`config.mk`:
```
export PLATFORM = sky130hd
export DESIGN_NAME = vdc_dot_divider
export DESIGN_NICKNAME = d
export VERILOG_FILES = /design/src/rtl/vdc_pkg.sv /design/src/rtl/vdc_edge_sense.sv /design/src/rtl/vdc_mod_counter.sv /design/src/rtl/vdc_cfg_stage.sv /design/src/rtl/vdc_dot_divider.sv
export SDC_FILE = /design/constraint.sdc
export NUM_CORES = 1
export LEC_CHECK = 0
export BUFFER_PORTS_ARGS = -buffer_cell sky130_fd_sc_hd__buf_2
export CORE_UTILIZATION = 40
export DETAILED_ROUTE_END_ITERATION = 16
export PLACE_DENSITY_LB_ADDON = 0.08
export SLEW_MARGIN = 20
export SYNTH_ARGS = -nofsm -noshare
export SYNTH_HDL_FRONTEND = slang
export SYNTH_SLANG_ARGS = --single-unit
export TNS_END_PERCENT = 10
```
`constraint.sdc`:
```
create_clock -name clk -period 1.5 [get_ports clk]
set_input_delay 0.075 -clock clk [delete_from_list [all_inputs] [get_ports clk]]
set_output_delay 0.075 -clock clk [all_outputs]
set_load 0.01 [all_outputs]
```
`src/rtl/vdc_pkg.sv`:
```
package vdc_pkg;
   // Width of the prescale code; factor = code + 1
   localparam int unsigned CODE_W = 2;

   typedef struct packed {
      logic [CODE_W-1:0] code;
      logic              both;
   } vdc_cfg_t;

   localparam vdc_cfg_t CFG_RESET = '{code: '0, both: 1'b0};
endpackage

```
`src/rtl/vdc_edge_sense.sv`:
```
// Samples the asynchronous video clock and produces one-cycle edge events.
module vdc_edge_sense #(
   parameter int unsigned SYNC_STAGES = 2
) (
   input  logic clk,
   input  logic rst_n,
   input  logic vclk_in,
   input  logic both_edges,
   output logic edge_evt
);
   localparam int unsigned TOP = SYNC_STAGES - 1;

   if (SYNC_STAGES < 2) begin : g_bad_sync
      $error("vdc_edge_sense: SYNC_STAGES must be at least 2");
   end

   logic [SYNC_STAGES-1:0] sync_q;
   logic                   prev_q;
   logic                   rise, fall;

   always_ff @(posedge clk or negedge rst_n) begin
      if (!rst_n) begin
         sync_q <= '0;
         prev_q <= 1'b0;
      end else begin
         sync_q <= {sync_q[SYNC_STAGES-2:0], vclk_in};
         prev_q <= sync_q[TOP];
      end
   end

   assign rise     = sync_q[TOP] & ~prev_q;
   assign fall     = ~sync_q[TOP] & prev_q;
   assign edge_evt = rise | (both_edges & fall);
endmodule

```
`src/rtl/vdc_mod_counter.sv`:
```
// Modulo counter: counts 0..limit on step, wraps with a one-cycle flag.
module vdc_mod_counter #(
   parameter int unsigned WIDTH = 3
) (
   input  logic             clk,
   input  logic             rst_n,
   input  logic             clear,
   input  logic             step,
   input  logic [WIDTH-1:0] limit,
   output logic [WIDTH-1:0] count,
   output logic             wrap
);
   if (WIDTH < 1) begin : g_bad_width
      $error("vdc_mod_counter: WIDTH must be at least 1");
   end

   logic [WIDTH-1:0] count_q;
   logic             at_limit;

   assign at_limit = (count_q == limit);

   always_ff @(posedge clk or negedge rst_n) begin
      if (!rst_n)
         count_q <= '0;
      else if (clear)
         count_q <= '0;
      else if (step)
         count_q <= at_limit ? '0 : count_q + 1'b1;
   end

   assign count = count_q;
   assign wrap  = step & ~clear & at_limit;
endmodule

```
`src/rtl/vdc_cfg_stage.sv`:
```
// Shadow register for the divider settings; applied only on load.
module vdc_cfg_stage
   import vdc_pkg::*;
(
   input  logic     clk,
   input  logic     rst_n,
   input  vdc_cfg_t new_cfg,
   input  logic     load,
   output vdc_cfg_t live_cfg
);
   vdc_cfg_t pending_q, live_q;

   always_ff @(posedge clk or negedge rst_n) begin
      if (!rst_n) begin
         pending_q <= CFG_RESET;
         live_q    <= CFG_RESET;
      end else begin
         pending_q <= new_cfg;
         if (load)
            live_q <= pending_q;
      end
   end

   assign live_cfg = live_q;
endmodule

```
`src/rtl/vdc_dot_divider.sv`:
```
module vdc_dot_divider
   import vdc_pkg::*;
#(
   parameter int unsigned PHASE_STEPS = 8,
   parameter int unsigned SYNC_STAGES = 2
) (
   input  logic              clk,
   input  logic              rst_n,
   input  logic              vclk_in,
   input  logic [CODE_W-1:0] prescale_code,
   input  logic              edge_both,
   input  logic              src_pll,
   input  logic              bypass_en,
   input  logic              soft_rst,
   output logic              dot_en,
   output logic              active
);
   localparam int unsigned PH_W = (PHASE_STEPS > 1) ? $clog2(PHASE_STEPS) : 1;
   localparam logic [PH_W-1:0] PH_LAST = PH_W'(PHASE_STEPS - 1);

   if (PHASE_STEPS < 2) begin : g_bad_phase
      $error("vdc_dot_divider: PHASE_STEPS must be at least 2");
   end

   vdc_cfg_t          new_cfg, live_cfg;
   logic [CODE_W-1:0] live_code;
   logic              live_both;
   logic              armed_q, run, edge_evt;
   logic [CODE_W-1:0] pre_cnt;
   logic [PH_W-1:0]   ph_cnt;
   logic              pre_wrap, ph_wrap, pulse_q;

   assign new_cfg = '{code: prescale_code, both: edge_both};

   vdc_cfg_stage u_cfg (
      .clk      (clk),
      .rst_n    (rst_n),
      .new_cfg  (new_cfg),
      .load     (soft_rst),
      .live_cfg (live_cfg)
   );

   assign live_code = live_cfg.code;
   assign live_both = live_cfg.both;

   always_ff @(posedge clk or negedge rst_n) begin
      if (!rst_n)        armed_q <= 1'b0;
      else if (soft_rst) armed_q <= 1'b1;
   end

   assign run = armed_q & src_pll & ~soft_rst;

   vdc_edge_sense #(.SYNC_STAGES(SYNC_STAGES)) u_sense (
      .clk        (clk),
      .rst_n      (rst_n),
      .vclk_in    (vclk_in),
      .both_edges (live_both),
      .edge_evt   (edge_evt)
   );

   vdc_mod_counter #(.WIDTH(CODE_W)) u_prescale (
      .clk   (clk),
      .rst_n (rst_n),
      .clear (soft_rst),
      .step  (run & edge_evt),
      .limit (live_code),
      .count (pre_cnt),
      .wrap  (pre_wrap)
   );

   vdc_mod_counter #(.WIDTH(PH_W)) u_phase (
      .clk   (clk),
      .rst_n (rst_n),
      .clear (soft_rst),
      .step  (pre_wrap),
      .limit (PH_LAST),
      .count (ph_cnt),
      .wrap  (ph_wrap)
   );

   always_ff @(posedge clk or negedge rst_n) begin
      if (!rst_n)        pulse_q <= 1'b0;
      else if (soft_rst) pulse_q <= 1'b0;
      else               pulse_q <= ph_wrap;
   end

   assign dot_en = src_pll ? (pulse_q & ~soft_rst) : bypass_en;
   assign active = armed_q & src_pll;
endmodule

```
Word-level counts from Yosys, hierarchy flattened --
Cells that the tools add are included.
Word-level totals: logic and storage cells 39, register bits after elaboration 16, output and inout bits 2
Operators by class: reductions and logical operators 2, bitwise operators 15, eq/ne operators 2, add/sub/neg operators 2, multiplexer cells 8
Operators by type and width (number):
- 1-bit AND | 11
- 3-bit 2-to-1 mux | 3
- 2-bit 2-to-1 mux | 3
- 2-bit nonzero test | 2
- 3-bit by 1-bit adder with 3-bit output (second input constant) | 1
- 3-bit equality test (second input constant) | 1
- 1-bit inverter | 3
- 2-bit by 1-bit adder with 2-bit output (second input constant) | 1
- 2-bit equality test | 1
- 1-bit 2-to-1 mux | 2
- 1-bit OR | 1

Depth between registers and ports, before layout --
Gate-level depths: netlist of the first run.
word-level depth 10, depth in mapped cells 5, depth with buffers taken out 5

Modules after synthesis --
Synthesis of the first run repeated with hierarchy kept, for this count alone.
Second synthesis, totals: cells, all modules 60, area total of the unflattened synthesis 724.4 µm²
By module, submodules not included:
- vdc_mod_counter at u_phase | area each 214.0 µm², seq. area each 75.1 µm², instances 1, cells each 21
- vdc_cfg_stage | area each 183.9 µm², seq. area each 150.1 µm², instances 1, cells each 9
- vdc_mod_counter at u_prescale | area each 131.4 µm², seq. area each 50.0 µm², instances 1, cells each 14
- vdc_dot_divider | area each 100.1 µm², seq. area each 50.0 µm², instances 1, cells each 10
- vdc_edge_sense | area each 95.1 µm², seq. area each 75.1 µm², instances 1, cells each 6

Worst setup path after synthesis of the first run --
OpenSTA, ideal clock, no wires.
path kind register to register, from register u_sense.sync_q[1], to register u_phase.count_q[0], in the netlist u_phase.count[0], path slack -0.200 ns, cell stages (with the launch flop) 6, data arrival time 1.574 ns, library setup time 0.125 ns, cells stage by stage dfrtp_1 > and3b_1 > o21ai_2 > or4_4 > buf_6 > mux2_4
Between the ends: cells in the longest elaborated chain, start to end 8
Ends and longest elaborated chain:
- from (decl) | line vdc_edge_sense.sv:17 | logic [SYNC_STAGES-1:0] sync_q;
- from (signal assigned) | line vdc_edge_sense.sv:26 | sync_q <= {sync_q[SYNC_STAGES-2:0], vclk_in};
- 1-bit inverter | line vdc_edge_sense.sv:32 | assign fall = ~sync_q[TOP] & prev_q;
- 1-bit AND | line vdc_edge_sense.sv:32
- 1-bit AND | line vdc_edge_sense.sv:33 | assign edge_evt = rise | (both_edges & fall);
- 1-bit OR (*) | line vdc_edge_sense.sv:33
- 1-bit AND (*) | line vdc_dot_divider.sv:65 | .step (run & edge_evt),
- 1-bit AND (*) (2 in a row) | line vdc_mod_counter.sv:32 | assign wrap = step & ~clear & at_limit;
- 2-bit nonzero test (no line) (*)
- to (signal assigned) | line vdc_mod_counter.sv:28 | count_q <= at_limit ? '0 : count_q + 1'b1;
- to (decl) | line vdc_mod_counter.sv:17 | logic [WIDTH-1:0] count_q;
Mark *: on every way between the ends. The rest lies on a longest branch, timed or not. A chain may end at the register's enable or synchronous reset.

Worst setup path after layout of the first run --
Same ends and word-level chain as after synthesis.

==> run metrics, run 1 <==
Total GRT Usage about an eighth; Syn Nets 66; startpoint types register; worst relative slew slack 77.08%; global placer's final weighted congestion 0.7368; Overflow after GRT 0; nets 89; skew final 0.001854 ns; status finished, violations left; Tightest Pin Transition 0.3438 ns; Post-DP Area 772.0 um2; crit-path leading delay family simple AND/OR/NAND/NOR gates; commonest cells after routing, fill and taps aside dfrtp_1, buf_2, dlygate4sd3_1, buf_4; root buf cell clkbuf_4; fin crit share 103.9%; Synth Cell Area around 680 um2; global-route wire length before repair 1.766 mm; pwr/cell area 963.9 nW/um2; Seq/Total Area, Yosys 58.93%; RSZ-0062 raised after global routing true; FP Rows 14; clk buf depth 2; HPWL Detailed around 780 um; Post-CTS Setup Bufs 0; DRT antenna net count 0; DRT Pass-1 Iters 1; vias in the first global route around 430; initial drt markers 0; Max VDD drop 690.1 uV; most common cell after layout, fill and taps aside dfrtp_1; max-slew violations 0; post-layout instance area 860.8 um2; Netlist cell types 22; DRT Wirelength around 1.0 mm; Clock Latency Late Sink 0.28 ns; clk sink count 16; share of layout cells above drive strength 1 37.66%; critical path's slowest cell or4_4; Setup-failing EPs final 3; die area 1867 um2; initial core utilization 44.07%; die height roughly 43 um; maxcap violations 0; H-tree levels 1; Hold WC Path Type primary input to register; ANT cells 0; I/O pin count 11; Fin. Hold Viols 0; Critical Path RT around 1.7 ns; max frequency 0.6414 GHz; initial antenna violation count 0; vias per inst between 4 and 5; critical-path cell list and3b_1 > o21ai_2 > or4_4 > mux2_4; Ys Warns 0; # DRC 0; Die Wd between 40 and 50 um; violated checks negative setup slack; I/O Buffers 10; Setup WS post-layout -0.05898 ns; clk slew on worst S/H paths about 0.090 ns; via count 437; Critical path buffers and inverters 0; Mapped Cells 55; Core Area approximately 1500 um2; Layout area overhead 26.70%; CTS Buf Count 3; FF+latch count, synth 16; CTS tree yes; CP max FO 5; Crit path largest cell delay around 0.45 ns; crit end category register; minimum clock period 1.559 ns; Arr. time, crit path roughly 1.7 ns; leak pwr 0.4299 nW; final hold slack 0.1407 ns; crit path kind register to register; drt wl/cell 11.12 um; largest net degree at the start of global routing 17; mean post-synth cell area around 12 um2
[state kept, by name (all words and copies together), names as in the netlist]
| signal | flops |
|---|---|
| u_sense.prev_q | 1 |
| u_sense.sync_q | 2 |
| u_cfg.live_cfg | 3 |
| u_cfg.pending_q | 3 |
| u_prescale.count | 2 |
| pulse_q | 1 |
| u_phase.count | 3 |
| armed_q | 1 |
[tightest hold or removal path, stage by stage]
cell and delay, ns:
buf_2 0.09, buf_4 0.15, a21oi_1 0.06
[where the power goes]
part,leakage (nW),switching [W],internal [W]
clock network,0.0210,0.000130,0.000148
registers,0.197,0.00000944,0.000450
logic,0.211,0.0000413,0.0000509
total,0.430,0.000181,0.000649
[final cells by class]
cell class / count / area [um2]
multi-input cells: 33 / 251.5
inverters: 4 / 15.01
fillers: 139 / 680.7
clock buffers: 4 / 36.28
repair buffers: 20 / 137.6
flip-flops and latches: 16 / 400.4
well taps: 16 / 20.02
[cell families after synthesis]
| kind of cell | Yosys count | share of synthesized area, % |
|---|---|---|
| AO/OA/AOI/OAI | 8 | 7.735 |
| adder cells (fa/ha/maj) | 2 | 3.683 |
| multiplexers | 5 | 9.208 |
| XOR/XNOR | 2 | 2.579 |
| buffers and inverters | 6 | 4.419 |
| AND/OR/NAND/NOR | 16 | 13.44 |
| flip-flops | 16 | 58.93 |
[metal layers]
layer | vias to the layer above | wire length (um) | track usage, %
met5 | - | 0 | 0
met4 | 0 | 19 | 7.273
met3 | 4 | 49 | 2.979
met2 | 12 | 432 | 20.30
met1 | 195 | 534 | 17.17
li1 | 226 | - | -
[metrics by stage]
| step | util [%] | setup TNS, ns | cells | worst slack, ns | total power, W |
|---|---|---|---|---|---|
| 2_1_floorplan | - | -0.1839 | 55 | -0.09192 | 0.0005114 |
| 3_3_place_gp | 50.08 | -0.06132 | 84 | -0.03087 | 0.0005522 |
| 3_5_place_dp | 50.08 | -0.1296 | 84 | -0.05413 | 0.0005531 |
| 4_1_cts | 55.68 | -0.1857 | 93 | -0.07489 | 0.0008449 |
| 5_1_grt | 55.84 | -0.2983 | 93 | -0.1080 | 0.0008704 |
| 6_report | 55.84 | -0.1388 | 93 | -0.05898 | 0.0008297 |
[cells in the mapped netlist, drive strengths merged]
master  instances  area share (%)
dfrtp          16              59
inv             4             2.2
mux2            4             7.7
nand2           4             2.2
nor2b           4             3.7
o21ai           4             3.5
nor2            3             1.7
a21oi           2             1.5
ha              2             3.7
xor2            2             2.6
a31o            1             1.3
and2            1             1.1
and3b           1             1.3
buf             1             1.7
clkbuf          1            0.55
mux2i           1             1.5
o311a           1             1.5
or2             1            0.92
or3             1            0.92
or4             1             1.7
[final timing paths]
kind / to / slack, ns / from / depth (start not counted)
min in group asynchronous: u_phase.count[2]$_DFFE_PN0P_ / 0.22 / rst_n / 2
worst min-delay path: u_prescale.count[0]$_DFFE_PN0P_ / 0.14 / soft_rst / 3
worst max-delay path: u_phase.count[0]$_DFFE_PN0P_ / -0.06 / u_sense.sync_q[1]$_DFF_PN0_ / 4
worst min register to register: u_sense.sync_q[1]$_DFF_PN0_ / 0.36 / u_sense.sync_q[0]$_DFF_PN0_ / 0
max in group asynchronous: u_cfg.live_cfg[0]$_DFFE_PN0P_ / 1.03 / rst_n / 2
worst max register to register: u_phase.count[0]$_DFFE_PN0P_ / -0.06 / u_sense.sync_q[1]$_DFF_PN0_ / 4
[timing repair]
item,CTS,global route
hold endpoints to repair,20,0
setup endpoints to repair,3,4
gates resized for setup,0,1
hold buffers,5,0
(Power assumes the default switching activity.)
==> run 2: changes to the inputs <==
--- a/config.mk
+++ b/config.mk
@@ -6,6 +6,7 @@
 export NUM_CORES = 1
 export LEC_CHECK = 0
 export BUFFER_PORTS_ARGS = -buffer_cell sky130_fd_sc_hd__buf_2
+export CORE_MARGIN = 5
 export CORE_UTILIZATION = 40
 export DETAILED_ROUTE_END_ITERATION = 16
 export PLACE_DENSITY_LB_ADDON = 0.08
==> run metrics, run 2 (synthesis gave the netlist of run 1 again) <==
crit path kind register to register; Seq pwr share 59.6% (+4.2 points); DRT Pass-1 Iters 2 (+1); # DRC 0 (unchanged); critical path's slowest cell or4_4; initial antenna violation count 0 (unchanged); switching power 0.0001758 W (-2.8%); pwr/cell area 906.1 nW/um2 (-6.0%); clk slew on worst S/H paths 0.09 ns (about the same); initial drt markers 3 (+3); Core Util, Final 54.65% (-1.2 points); vias in the first global route 486 (+12%); Post-CTS Setup Bufs 0 (unchanged); CP max FO 3 (-2); Net Sw Frac 22.77% (+0.98 points); HPWL Detailed 850.9 um (+9.6%); Comb power frac 12.4% (+1.3 points); Clock Latency Late Sink 0.28 ns (about the same); root buf cell clkbuf_4; H-tree levels 1 (unchanged); max frequency 0.6489 GHz (+1.2%); DRT antenna net count 0 (unchanged); DRT Wirelength 1.137 mm (+10%); Die Wd 51.21 um (+19%); Hold WC Path Type primary input to register; skew final 0.007504 ns (+0.005650 ns); Overflow after GRT 0 (unchanged); global-route wire length before repair 2.056 mm (+16%); most common cell after layout, fill and taps aside dfrtp_1; final hold slack 0.1378 ns (-0.002898 ns); maxcap violations 0 (unchanged); commonest cells after routing, fill and taps aside dfrtp_1, buf_2, buf_4; global placer's final weighted congestion 0.7202 (-2.3%); fillers 151 (+8.6%); fin crit share 102.7% (-1.2 points); clk sink count 16 (unchanged); ANT cells 0 (unchanged); power after layout 0.0007721 W (-6.9%); largest net degree at the start of global routing 17 (unchanged); initial core utilization 43.58% (-0.50 points); vias per inst 4.925 (+4.8%); Arr. time, crit path 1.71 ns (-0.02 ns); status finished, violations left; Critical Path RT 1.67 ns (about the same); minimum clock period 1.541 ns (-0.01789 ns); crit end category register; leak pwr 0.4271 nW (-0.64%); clock share of power 28.0% (-5.5 points); worst relative slew slack 76.48% (-0.59 points); die height 51.21 um (+19%); Max VDD drop 462.6 uV (-33%); CTS Buf Count 3 (unchanged); Int Power 0.0005963 W (-8.1%); nets 90 (+1.1%); RSZ-0062 raised after global routing true; die area 2622 um2 (+40%); clk buf depth 2 (unchanged); violated checks negative setup slack; critical-path cell list and3b_1 > o21ai_2 > or4_4 > mux2_4; Tightest Pin Transition 0.3527 ns (+0.008900 ns); setup TNS -0.08878 ns (+0.05005 ns); startpoint types register; Crit path largest cell delay 0.45 ns (about the same); I/O Buffers 10 (unchanged); register area 400.4 um2 (unchanged); Layout area overhead 25.41%; Core Area 1559 um2 (+1.1%); CTS tree yes; post-place setup slack -0.03346 ns (+0.02067 ns); I/O pin count 11 (unchanged); Fin. Hold Viols 0 (unchanged); Total GRT Usage 10.84% (-2.4 points); Setup WS post-layout -0.04108 ns (+0.01789 ns); drt wl/cell 12.23 um (+10%); Setup-failing EPs final 3 (unchanged); FP Rows 14 (unchanged); multi-input logic area 249.0 um2 (-0.99%); max-slew violations 0 (unchanged); via count 458 (+4.8%); share of layout cells above drive strength 1 36.36% (-1.3 points)
## run 2: final timing paths
kind	endpoint	from	slack (ns)	cells past startpoint
max	u_phase.count[0]$_DFFE_PN0P_	u_sense.sync_q[1]$_DFF_PN0_	-0.04	4
min	u_prescale.count[0]$_DFFE_PN0P_	soft_rst	0.14	3
max reg2reg	u_phase.count[0]$_DFFE_PN0P_	u_sense.sync_q[1]$_DFF_PN0_	-0.04	4
min reg2reg	u_sense.sync_q[1]$_DFF_PN0_	u_sense.sync_q[0]$_DFF_PN0_	0.36	0
max in group asynchronous	u_phase.count[1]$_DFFE_PN0P_	rst_n	1.00	2
min in group asynchronous	u_sense.sync_q[0]$_DFF_PN0_	rst_n	0.23	2
## run 2: cell type report
type / count / share of cell area, %
clock buffers: 3 / 2.643
well taps: 16 / 2.349
flip-flops and latches: 16 / 46.99
inverters: 4 / 1.762
repair buffers: 21 / 17.03
multi-input cells: 33 / 29.22
## run 2: what timing repair did
| action | CTS | global route |
|---|---|---|
| endpoints found under the hold margin | 20 | 0 |
| setup endpoints to repair | 3 | 3 |
| hold buffers | 5 | 0 |
| gates resized for setup | 0 | 0 |
## run 2: power by group through the flow
stage               Clock, W  Combinational (W)  Sequential (W)
finish              0.000216          0.0000961        0.000460
global route        0.000248           0.000109        0.000462
CTS                 0.000225          0.0000976        0.000461
detailed placement         0          0.0000876        0.000469
global placement           0          0.0000860        0.000469
floorplan                  0          0.0000428        0.000469
## run 2: layer usage
metal	share of wire [%]	GRT usage (%)	routed length, um
met4	0	2.620	0
met5	0	0	0
met3	4.7	3.779	54
met2	48	18.67	544
met1	47	13.00	538
## run 2: worst max-delay path: cells and delay by family, from the launching register on
kind	cells	cell delay, ns
flip-flops	1	0.39
AO/OA/AOI/OAI	1	0.06
AND/OR/NAND/NOR	2	0.67
multiplexers	1	0.31
## run 2: stage by stage
step	std cells	instance area, um2
2_1_floorplan	55	679.4
3_3_place_gp	85	779.5
3_5_place_dp	85	779.5
4_1_cts	93	852.1
5_1_grt	93	852.1
6_report	93	852.1
==> run 3: changes to the inputs <==
==> constraint.sdc (replaced) <==
create_clock -name clk -period 1.9 [get_ports clk]
set_input_delay 0.095 -clock clk [delete_from_list [all_inputs] [get_ports clk]]
set_output_delay 0.095 -clock clk [all_outputs]
set_load 0.01 [all_outputs]
==> run metrics, run 3 (synthesis gave the netlist of run 1 again) <==
Seq pwr share 56.9% (-2.7 points); vias per inst 5.000 (+1.5%); I/O Buffers 10 (unchanged); Crit path largest cell delay 0.57 ns (+0.12 ns); global placer's final weighted congestion 0.6801 (-5.6%); clk buf depth 2 (unchanged); CP max FO 5 (+2); Layout area overhead 20.81%; DRT antenna net count 0 (unchanged); Arr. time, crit path 1.87 ns (+0.16 ns); final hold slack 0.09981 ns (-0.03799 ns); largest net degree at the start of global routing 17 (unchanged); fillers 140 (-7.3%); crit-path leading delay family simple AND/OR/NAND/NOR gates; I/O pin count 11 (unchanged); worst relative slew slack 77.33% (+0.85 points); die area 2622 um2 (unchanged); DRT Pass-1 Iters 2 (unchanged); Overflow after GRT 0 (unchanged); initial antenna violation count 0 (unchanged); via count 440 (-3.9%); Net Sw Frac 21.59% (-1.2 points); fin crit share 89.11% (-14 points); DRT Wirelength 1.079 mm (-5.1%); most common cell after layout, fill and taps aside dfrtp_1; clock share of power 33.7% (+5.7 points); switching power 0.0001388 W (-21%); Core Area 1559 um2 (unchanged); clk slew on worst S/H paths 0.09 ns (about the same); root buf cell clkbuf_4; global-route wire length before repair 1.876 mm (-8.8%); clk sink count 16 (unchanged); post_cts resized 0 (unchanged); vias in the first global route 457 (-6.0%); leak pwr 0.4062 nW (-4.9%); Post-CTS Setup Bufs 0 (unchanged); initial drt markers 6 (+3); Critical path buffers and inverters 0 (unchanged); HPWL Detailed 794.4 um (-6.6%); skew final 0.0009981 ns (-0.006506 ns); maxcap violations 0 (unchanged); Max VDD drop 500.3 uV (+8.2%); crit end category register; commonest cells after routing, fill and taps aside dfrtp_1, buf_2, dlygate4sd3_1; pwr/cell area 783.3 nW/um2 (-14%); max frequency 0.5907 GHz (-9.0%); share of layout cells above drive strength 1 31.94% (-4.4 points); Fin. Hold Viols 0 (unchanged); minimum clock period 1.693 ns (+0.1520 ns); Setup-failing EPs final 0 (-3); CTS tree yes; Tightest Pin Transition 0.3400 ns (-0.01271 ns); setup TNS 0 ns (+0.08878 ns); power after layout 0.0006430 W (-17%); critical path's slowest cell or4_4; RSZ-0062 raised after global routing false; CTS Buf Count 3 (unchanged); H-tree levels 1 (unchanged); Core Util, Final 52.65% (-2.0 points); critical-path cell list and3b_1 > o21ai_2 > or4_4 > mux2_4; Comb power frac 9.4% (-3.0 points); nets 84 (-6.7%); Post-DP Area 734.5 um2 (-5.8%); # DRC 0 (unchanged); Die Wd 51.21 um (unchanged); drt wl/cell 12.26 um (+0.29%); Hold WC Path Type primary input to register; status completed; die height 51.21 um (unchanged); Int Power 0.0005041 W (-15%); startpoint types register; ANT cells 0 (unchanged); Critical Path RT 2.07 ns (+0.40 ns); initial core utilization 43.58% (unchanged); Total GRT Usage 10.01% (-0.83 points); Clock Latency Late Sink 0.28 ns (about the same); crit path kind register to register; post-layout instance area 820.8 um2 (-3.7%); max-slew violations 0 (unchanged); FP Rows 14 (unchanged)
[run 3: changes by cell type in the layout (fill, tap and decap cells not counted)]
cell / change
buf_4: -6
clkbuf_8: +1
[run 3: cell type report]
| type | instances | area [um2] | area share [%] |
|---|---|---|---|
| well taps | 16 | 20.02 | 2.439 |
| multi-input cells | 33 | 249.0 | 30.34 |
| clock buffers | 4 | 36.28 | 4.421 |
| repair buffers | 15 | 100.1 | 12.20 |
| inverters | 4 | 15.01 | 1.829 |
| flip-flops and latches | 16 | 400.4 | 48.78 |
[run 3: repair_timing]
action,4_1_cts,5_1_grt
endpoints found under the hold margin,20,0
endpoints found under the setup margin,0,0
hold buffers,5,0
[run 3: stage by stage]
stage                     std cells  worst slack, ns
after CTS                        88           0.1915
after global routing             88           0.1401
after floorplan                  55           0.2004
after detailed placement         79           0.2119
final                            88           0.2070
after global placement           79           0.2389
[run 3: worst paths after layout]
| check | startpoint | end | slack, ns | depth (start not counted) |
|---|---|---|---|---|
| setup reg to reg | u_sense.sync_q[1]$_DFF_PN0_ | u_phase.count[2]$_DFFE_PN0P_ | 0.21 | 4 |
| hold / removal | soft_rst | u_prescale.count[0]$_DFFE_PN0P_ | 0.1 | 2 |
| min in group asynchronous | rst_n | u_cfg.pending_q[2]$_DFF_PN0_ | 0.25 | 2 |
| max in group asynchronous | rst_n | u_phase.count[1]$_DFFE_PN0P_ | 1.40 | 2 |
| setup / recovery | u_sense.sync_q[1]$_DFF_PN0_ | u_phase.count[2]$_DFFE_PN0P_ | 0.21 | 4 |
| hold reg to reg | u_sense.sync_q[0]$_DFF_PN0_ | u_sense.sync_q[1]$_DFF_PN0_ | 0.36 | 0 |
[run 3: power by group through the flow]
stage / logic [W] / registers, W / clock network (W)
final: 0.0000607 / 0.000366 / 0.000217
after global placement: 0.0000535 / 0.000372 / 0
after global routing: 0.0000689 / 0.000368 / 0.000244
after CTS: 0.0000620 / 0.000366 / 0.000226
after detailed placement: 0.0000540 / 0.000373 / 0
after floorplan: 0.0000338 / 0.000370 / 0
[run 3: per-layer routing]
layer,up-vias,GRT usage [%],wire length [um]
met3,0,5.233,64
met2,11,16.09,518
met5,-,0,0
li1,217,-,-
met4,0,3.930,0
met1,212,11.25,496
